--- config.mk ---
export PLATFORM = sky130hd
export DESIGN_NAME = wsd_top
export DESIGN_NICKNAME = d
export VERILOG_FILES = /design/src/rtl/wsd_pkg.sv /design/src/rtl/wsd_rom.sv /design/src/rtl/wsd_player.sv /design/src/rtl/wsd_spi_tx.sv /design/src/rtl/wsd_top.sv
export SDC_FILE = /design/constraint.sdc
export NUM_CORES = 1
export LEC_CHECK = 0
export ABC_AREA = 0
export BUFFER_PORTS_ARGS = -buffer_cell sky130_fd_sc_hd__buf_4
export CAP_MARGIN = 5
export CORE_MARGIN = 3
export CORE_UTILIZATION = 50
export DETAILED_ROUTE_END_ITERATION = 16
export GPL_TIMING_DRIVEN = 0
export PLACE_DENSITY = 0.69
export SLEW_MARGIN = 20
export SYNTH_ARGS = -nofsm -noshare
export SYNTH_HDL_FRONTEND = slang
export SYNTH_SLANG_ARGS = --single-unit
--- constraint.sdc ---
create_clock -name clk_i -period 1.4 [get_ports clk_i]
set_input_delay 0.42 -clock clk_i [delete_from_list [all_inputs] [get_ports clk_i]]
set_output_delay 0.42 -clock clk_i [all_outputs]
set_load 0.005 [all_outputs]
--- src/rtl/wsd_pkg.sv ---
package wsd_pkg;
  localparam int DAC_W = 16;
  typedef logic [DAC_W-1:0] dac_word_t;
  typedef enum logic {CH_ECG = 1'b0, CH_IMP = 1'b1} chan_e;
endpackage

--- src/rtl/wsd_rom.sv ---
module wsd_rom
  import wsd_pkg::*;
#(
  parameter int        AW   = 5,
  parameter logic [3:0] TAG = 4'h1,
  parameter dac_word_t BASE = 16'h0800
) (
  input  logic [AW-1:0] addr_i,
  output dac_word_t     data_o
);
  // computed table: resting level at 0, tagged address elsewhere
  always_comb begin
    if (addr_i == '0) data_o = BASE;
    else              data_o = {TAG, 12'(addr_i)};
  end
endmodule

--- src/rtl/wsd_player.sv ---
module wsd_player
  import wsd_pkg::*;
#(
  parameter int         NSEG    = 2,
  parameter int         SEG_LEN = 8,
  parameter logic [3:0] TAG     = 4'h1,
  parameter dac_word_t  BASE    = 16'h0800
) (
  input  logic            clk_i,
  input  logic            rst_ni,
  input  logic            tick_i,
  input  logic [NSEG-1:0] evt_i,
  output dac_word_t       sample_o
);
  localparam int AW = $clog2(NSEG * SEG_LEN + 1);
  localparam int SW = (NSEG > 1) ? $clog2(NSEG) : 1;

  logic [AW-1:0] addr_q;
  logic [SW-1:0] seg_q;
  logic          act_q;
  logic          any_evt;
  int            sel;
  logic [AW-1:0] start_addr;
  logic [AW-1:0] end_addr;

  // highest index wins
  always_comb begin
    sel = 0;
    for (int k = 0; k < NSEG; k++) begin
      if (evt_i[k]) sel = k;
    end
  end

  assign any_evt    = |evt_i;
  assign start_addr = AW'(1 + sel * SEG_LEN);
  assign end_addr   = AW'((int'(seg_q) + 1) * SEG_LEN);

  always_ff @(posedge clk_i or negedge rst_ni) begin
    if (!rst_ni) begin
      addr_q <= '0;
      seg_q  <= '0;
      act_q  <= 1'b0;
    end else if (any_evt) begin
      addr_q <= start_addr;
      seg_q  <= SW'(sel);
      act_q  <= 1'b1;
    end else if (tick_i && act_q) begin
      if (addr_q == end_addr) begin
        addr_q <= '0;
        act_q  <= 1'b0;
      end else begin
        addr_q <= addr_q + 1'b1;
      end
    end
  end

  wsd_rom #(.AW(AW), .TAG(TAG), .BASE(BASE)) rom_i (
    .addr_i (addr_q),
    .data_o (sample_o)
  );

  a_r6_addr_in_range: assert property (@(posedge clk_i) disable iff (!rst_ni)
    act_q |-> (addr_q >= AW'(1)) && (addr_q <= AW'(NSEG * SEG_LEN)));
  a_r4_idle_at_base: assert property (@(posedge clk_i) disable iff (!rst_ni)
    !act_q |-> addr_q == '0);
  a_r9_restart_first: assert property (@(posedge clk_i) disable iff (!rst_ni)
    evt_i[NSEG-1] |=> addr_q == AW'(1 + (NSEG - 1) * SEG_LEN));
  a_r6_lowest_start: assert property (@(posedge clk_i) disable iff (!rst_ni)
    (evt_i == NSEG'(1)) |=> addr_q == AW'(1));
endmodule

--- src/rtl/wsd_spi_tx.sv ---
module wsd_spi_tx
  import wsd_pkg::*;
#(
  parameter int SCLK_HALF = 2
) (
  input  logic      clk_i,
  input  logic      rst_ni,
  input  logic      start_i,
  input  dac_word_t data_i,
  output logic      busy_o,
  output logic      sclk_o,
  output logic      mosi_o,
  output logic      cs_no
);
  localparam int DW = (SCLK_HALF > 1) ? $clog2(SCLK_HALF) : 1;
  localparam int BW = $clog2(DAC_W);

  logic            busy_q;
  logic            sclk_q;
  logic [DW-1:0]   div_q;
  logic [BW-1:0]   bit_q;
  dac_word_t       sh_q;

  always_ff @(posedge clk_i or negedge rst_ni) begin
    if (!rst_ni) begin
      busy_q <= 1'b0;
      sclk_q <= 1'b0;
      div_q  <= '0;
      bit_q  <= '0;
      sh_q   <= '0;
    end else if (!busy_q) begin
      if (start_i) begin
        busy_q <= 1'b1;
        sclk_q <= 1'b0;
        div_q  <= '0;
        bit_q  <= '0;
        sh_q   <= data_i;
      end
    end else if (div_q == DW'(SCLK_HALF - 1)) begin
      div_q <= '0;
      if (!sclk_q) begin
        sclk_q <= 1'b1;
      end else begin
        sclk_q <= 1'b0;
        if (bit_q == BW'(DAC_W - 1)) begin
          busy_q <= 1'b0;
        end else begin
          bit_q <= bit_q + 1'b1;
          sh_q  <= {sh_q[DAC_W-2:0], 1'b0};
        end
      end
    end else begin
      div_q <= div_q + 1'b1;
    end
  end

  assign busy_o = busy_q;
  assign sclk_o = sclk_q;
  assign mosi_o = busy_q & sh_q[DAC_W-1];
  assign cs_no  = ~busy_q;

  a_r2_sclk_idle_low: assert property (@(posedge clk_i) disable iff (!rst_ni)
    cs_no |-> !sclk_o);
  a_r2_mosi_stable_at_rise: assert property (@(posedge clk_i) disable iff (!rst_ni)
    $rose(sclk_o) |-> $stable(mosi_o));
  a_r2_cs_end_after_fall: assert property (@(posedge clk_i) disable iff (!rst_ni)
    $rose(cs_no) |-> $fell(sclk_o));
endmodule

--- src/rtl/wsd_top.sv ---
module wsd_top
  import wsd_pkg::*;
#(
  parameter int SEG_LEN_ECG = 8,
  parameter int SEG_LEN_IMP = 12,
  parameter int SCLK_HALF   = 2
) (
  input  logic clk_i,
  input  logic rst_ni,
  input  logic tick_i,
  input  logic ra_evt_i,
  input  logic rv_evt_i,
  input  logic lv_evt_i,
  output logic sclk_o,
  output logic mosi_o,
  output logic cs_ecg_no,
  output logic cs_imp_no
);
  dac_word_t ecg_smp, imp_smp;
  dac_word_t ecg_word_q, imp_word_q;
  logic      ecg_pend_q, imp_pend_q;
  chan_e     sel_q;
  logic      busy, start, cs_n;
  dac_word_t tx_word;

  wsd_player #(.NSEG(2), .SEG_LEN(SEG_LEN_ECG), .TAG(4'h1), .BASE(16'h0800)) ecg_i (
    .clk_i    (clk_i),
    .rst_ni   (rst_ni),
    .tick_i   (tick_i),
    .evt_i    ({rv_evt_i, ra_evt_i}),
    .sample_o (ecg_smp)
  );

  wsd_player #(.NSEG(1), .SEG_LEN(SEG_LEN_IMP), .TAG(4'h2), .BASE(16'h0400)) imp_i (
    .clk_i    (clk_i),
    .rst_ni   (rst_ni),
    .tick_i   (tick_i),
    .evt_i    (lv_evt_i),
    .sample_o (imp_smp)
  );

  // ECG frame leaves first
  assign start   = !busy && (ecg_pend_q || imp_pend_q);
  assign tx_word = ecg_pend_q ? ecg_word_q : imp_word_q;

  always_ff @(posedge clk_i or negedge rst_ni) begin
    if (!rst_ni) begin
      ecg_word_q <= '0;
      imp_word_q <= '0;
      ecg_pend_q <= 1'b0;
      imp_pend_q <= 1'b0;
      sel_q      <= CH_ECG;
    end else if (tick_i) begin
      ecg_word_q <= ecg_smp;
      imp_word_q <= imp_smp;
      ecg_pend_q <= 1'b1;
      imp_pend_q <= 1'b1;
    end else if (start) begin
      if (ecg_pend_q) begin
        ecg_pend_q <= 1'b0;
        sel_q      <= CH_ECG;
      end else begin
        imp_pend_q <= 1'b0;
        sel_q      <= CH_IMP;
      end
    end
  end

  wsd_spi_tx #(.SCLK_HALF(SCLK_HALF)) spi_i (
    .clk_i   (clk_i),
    .rst_ni  (rst_ni),
    .start_i (start),
    .data_i  (tx_word),
    .busy_o  (busy),
    .sclk_o  (sclk_o),
    .mosi_o  (mosi_o),
    .cs_no   (cs_n)
  );

  assign cs_ecg_no = cs_n | (sel_q != CH_ECG);
  assign cs_imp_no = cs_n | (sel_q != CH_IMP);

  a_r3_tick_when_drained: assert property (@(posedge clk_i) disable iff (!rst_ni)
    tick_i |-> !busy && !ecg_pend_q && !imp_pend_q);
  a_r3_one_cs_low: assert property (@(posedge clk_i) disable iff (!rst_ni)
    cs_ecg_no || cs_imp_no);
  a_r3_imp_after_ecg: assert property (@(posedge clk_i) disable iff (!rst_ni)
    $fell(cs_imp_no) |-> !ecg_pend_q);
endmodule

==> metrics.yaml <==
io_buffer_count: 9
std_cell_rows: 24
hold_violations_final: 0
path_category_of_the_worst_min_delay_check: "input port to asynchronous set/reset pin"
slew_headroom: 0.579
fmax_mhz: 623
timing.hold.ws_ns: 0.134
worstSkewPairLatency_ns: 0.31
grt-ovfl-total: 0
critPathCaptureType: "output port"
mostFrequentLayoutCell: "sky130_fd_sc_hd__dfrtp_1"
cpPeakStageDelay_ns: 0.44
synth_area_leaders: "sky130_fd_sc_hd__dfrtp_1 (55%), sky130_fd_sc_hd__nand2_1 (6.1%), sky130_fd_sc_hd__nand3_1 (5.6%), sky130_fd_sc_hd__mux2_2 (3.4%), sky130_fd_sc_hd__a21oi_1 (2.8%)"
clock_edge_transition_at_the_registers_on_the_reported_setup_and_hold_paths_ns: 0.08
num_vias: 1772
drt_wl_total_mm: 4.89
critical_path.startpoint_type: "flop"
crit_fanout: 4
synth.distinct_cells: 41
area_growth_syn_to_layout_pct: 22.6
finalCritPeriodShare: 1.15
cp.arrival_ns: 1.18
tritoncts.num_buffers: 5
synth_edf_count: 0
synth_top_cell_area_share: 0.548
clock_tree.root_cell: "sky130_fd_sc_hd__clkbuf_8"
drive_gt1_frac: 0.268
wire_length_of_the_first_global_routing_pass_mm: 8.32
power.static_leakage_nw: 1.30
slew_viol_final: 0
setup_violations: 6
core_area_um2: 4410
critical_path_required_ns: 0.98
avgRoutedWirePerCell_um: 15.6
top_metal_layer_carrying_routed_signals: "met4"
design.final.nets: 273
final_critical_path_setup_slack_ns: -0.205
post_synthesis_cells: 230
synth_area_per_cell_um2: 10.1
cts_buffer_depth: 2
grt_setup_unrepaired: "true"
path_class: "flop to output port"
timing.final.crit_period_ns: 1.60
dieWidth_um: 74.3
worstPathCellList: "clkbuf_8 > clkbuf_16 > nand2_4 > buf_6"
number_of_global_route_vias_before_repair: 1721
number_of_drc_violations_after_detailed_routing: 0
cellPowerDensity_nw_per_um2: 897
cts.sink_count: 51
dieArea_um2: 5520
violations: "negative setup slack"
async_reset_ff_frac: 1.00
skew_ns: 0.00729
post_drt_via_cell_ratio: 5.66
antenna_cells_inserted: 0
pin_count_of_the_biggest_net_entering_global_routing: 52
drtAntennaViolNets: 0
wl_met2_mm: 2.41
mapped_cell_area_um2: 2330
synth_largest_area_cell: "sky130_fd_sc_hd__dfrtp_1"
initialDrtViolationCount: 124
synth_sequential_area_ratio: 0.548
postSynthRegisterBits: 51
power.ir.vdd_worst_uv: 700
met3_wirelength_um: 174
tightest_slew_ns: 0.632
postSynthNetCount: 241
commonest_cells_after_routing_fill_and_taps_aside: "sky130_fd_sc_hd__dfrtp_1 (49), sky130_fd_sc_hd__nand2_1 (37), sky130_fd_sc_hd__nand3_1 (24)"
globalplace.congestion: 0.824
tritoncts: "yes"
wl_met1_mm: 2.25
number_of_antenna_violations_at_the_first_check_in_global_routing: 0
global_route.usage.total: 0.198
clock_tree.htree_level_count: 2
outcome: "complete, but fails checks"
start_util: 0.528
dieHeight_um: 74.3
drt_first_pass_iters: 4
critical-path-slowest-cell: "sky130_fd_sc_hd__dfrtp_1"
filler_cell_count: 370
yosys_warnings: 0
ys.flop_type: "sky130_fd_sc_hd__dfrtp_1"
io_pins: 10
place_ws_ns: -0.309
max_cap_viol_count: 0
detailedPlacementHpwl_mm: 3.04
cell type report:
type	instances	area, um^2	share of cell area
inverter	7	26.3	0.00919
buffer	8	100	0.0350
clock buffer	6	72.6	0.0254
multi-input combinational	164	1110	0.388
timing repair buffer	25	206	0.0722
sequential	51	1280	0.447
tap	52	65.1	0.0228
through the flow:
| stage | instance area (um^2) | cells | util | TNS [ns] | power, mW |
|---|---|---|---|---|---|
| global placement | 2470 | 291 | 0.559 | -2.98 | 1.76 |
| floorplan | 2330 | 230 | - | 0 | 1.68 |
| finish | 2860 | 313 | 0.647 | -0.707 | 2.56 |
| global route | 2860 | 313 | 0.647 | -1.02 | 2.67 |
| detailed placement | 2470 | 291 | 0.559 | -3.42 | 1.76 |
| CTS | 2770 | 312 | 0.627 | -0.670 | 2.57 |
where the power goes:
part | internal (mW) | total (mW) | switching (mW)
Combinational | 0.0997 | 0.218 | 0.118
Sequential | 1.52 | 1.55 | 0.0365
Clock | 0.334 | 0.791 | 0.457
critical path, delay by kind of cell (launching register included):
kind	cells	cell delay, ns
buffers and inverters	3	0.39
DFF	1	0.44
and+or+nand+nor	1	0.04
synthesized netlist by cell type (all sizes together), types with 2 or more instances:
library cell  number
mux2               7
inv                7
nand2b             2
ha                 5
nor2              13
o2bb2ai            2
a22o               3
mux2i              5
dfrtp             51
buf                3
a22oi              2
clkbuf             5
nand4              2
xor2               2
o21ai             13
nor3               4
a21oi             15
nand2             38
a21o               2
a211o              2
nor3b              2
nand3             26
and3               3
path summary, 6_finish.rpt:
| path | startpoint | slack (ns) | to | depth (start not counted) |
|---|---|---|---|---|
| min | rst_ni | 0.13 | spi_i.sclk_o$_DFFE_PN0P_ | 1 |
| min reg2reg | spi_i.sh_q[7]$_DFFE_PN0P_ | 0.48 | spi_i.sh_q[7]$_DFFE_PN0P_ | 2 |
| max reg2reg | ecg_i.addr_q[4]$_DFFE_PN0P_ | -0.06 | ecg_i.addr_q[4]$_DFFE_PN0P_ | 4 |
| min in group clk_i | rv_evt_i | 0.29 | ecg_i.addr_q[1]$_DFFE_PN0P_ | 2 |
| max in group asynchronous | rst_ni | 0.81 | imp_i.addr_q[0]$_DFFE_PN0P_ | 1 |
| max | spi_i.busy_o$_DFF_PN0_ | -0.20 | cs_imp_no | 4 |
cells by family after synthesis:
kind of cell / synth area share
adder cells (fa/ha/maj): 0.0268
AO/OA/AOI/OAI: 0.135
XOR/XNOR: 0.0113
multiplexers: 0.0553
buffers and inverters: 0.0285
flip-flops: 0.548
AND/OR/NAND/NOR: 0.195
routing by layer:
| layer | track usage | vias to the layer above |
|---|---|---|
| li1 | - | 870 |
| met1 | 0.262 | 864 |
| met2 | 0.324 | 32 |
| met3 | 0.0527 | 6 |
| met4 | 0.0553 | 0 |
| met5 | 0 | - |
registers in the layout, summed over array words and instances (netlist names):
register,cells
ecg_pend_q,1
ecg_i.act_q,1
ecg_word_q,7
ecg_i.addr_q,5
imp_i.act_q,1
spi_i.sclk_o,1
spi_i.busy_o,1
spi_i.sh_q,16
imp_word_q,6
spi_i.bit_q,4
sel_q,1
imp_i.addr_q,4
spi_i.div_q,1
ecg_i.seg_q,1
imp_pend_q,1
repair_timing:
item / CTS / global route
pin swaps: 9 / 5
gates resized for setup: 27 / 23
gates cloned: 0 / 1
hold buffers: 0 / 0
setup buffers: 15 / 0
setup endpoints to repair: 26 / 31
Note: power is estimated with default switching activity, not from simulation.
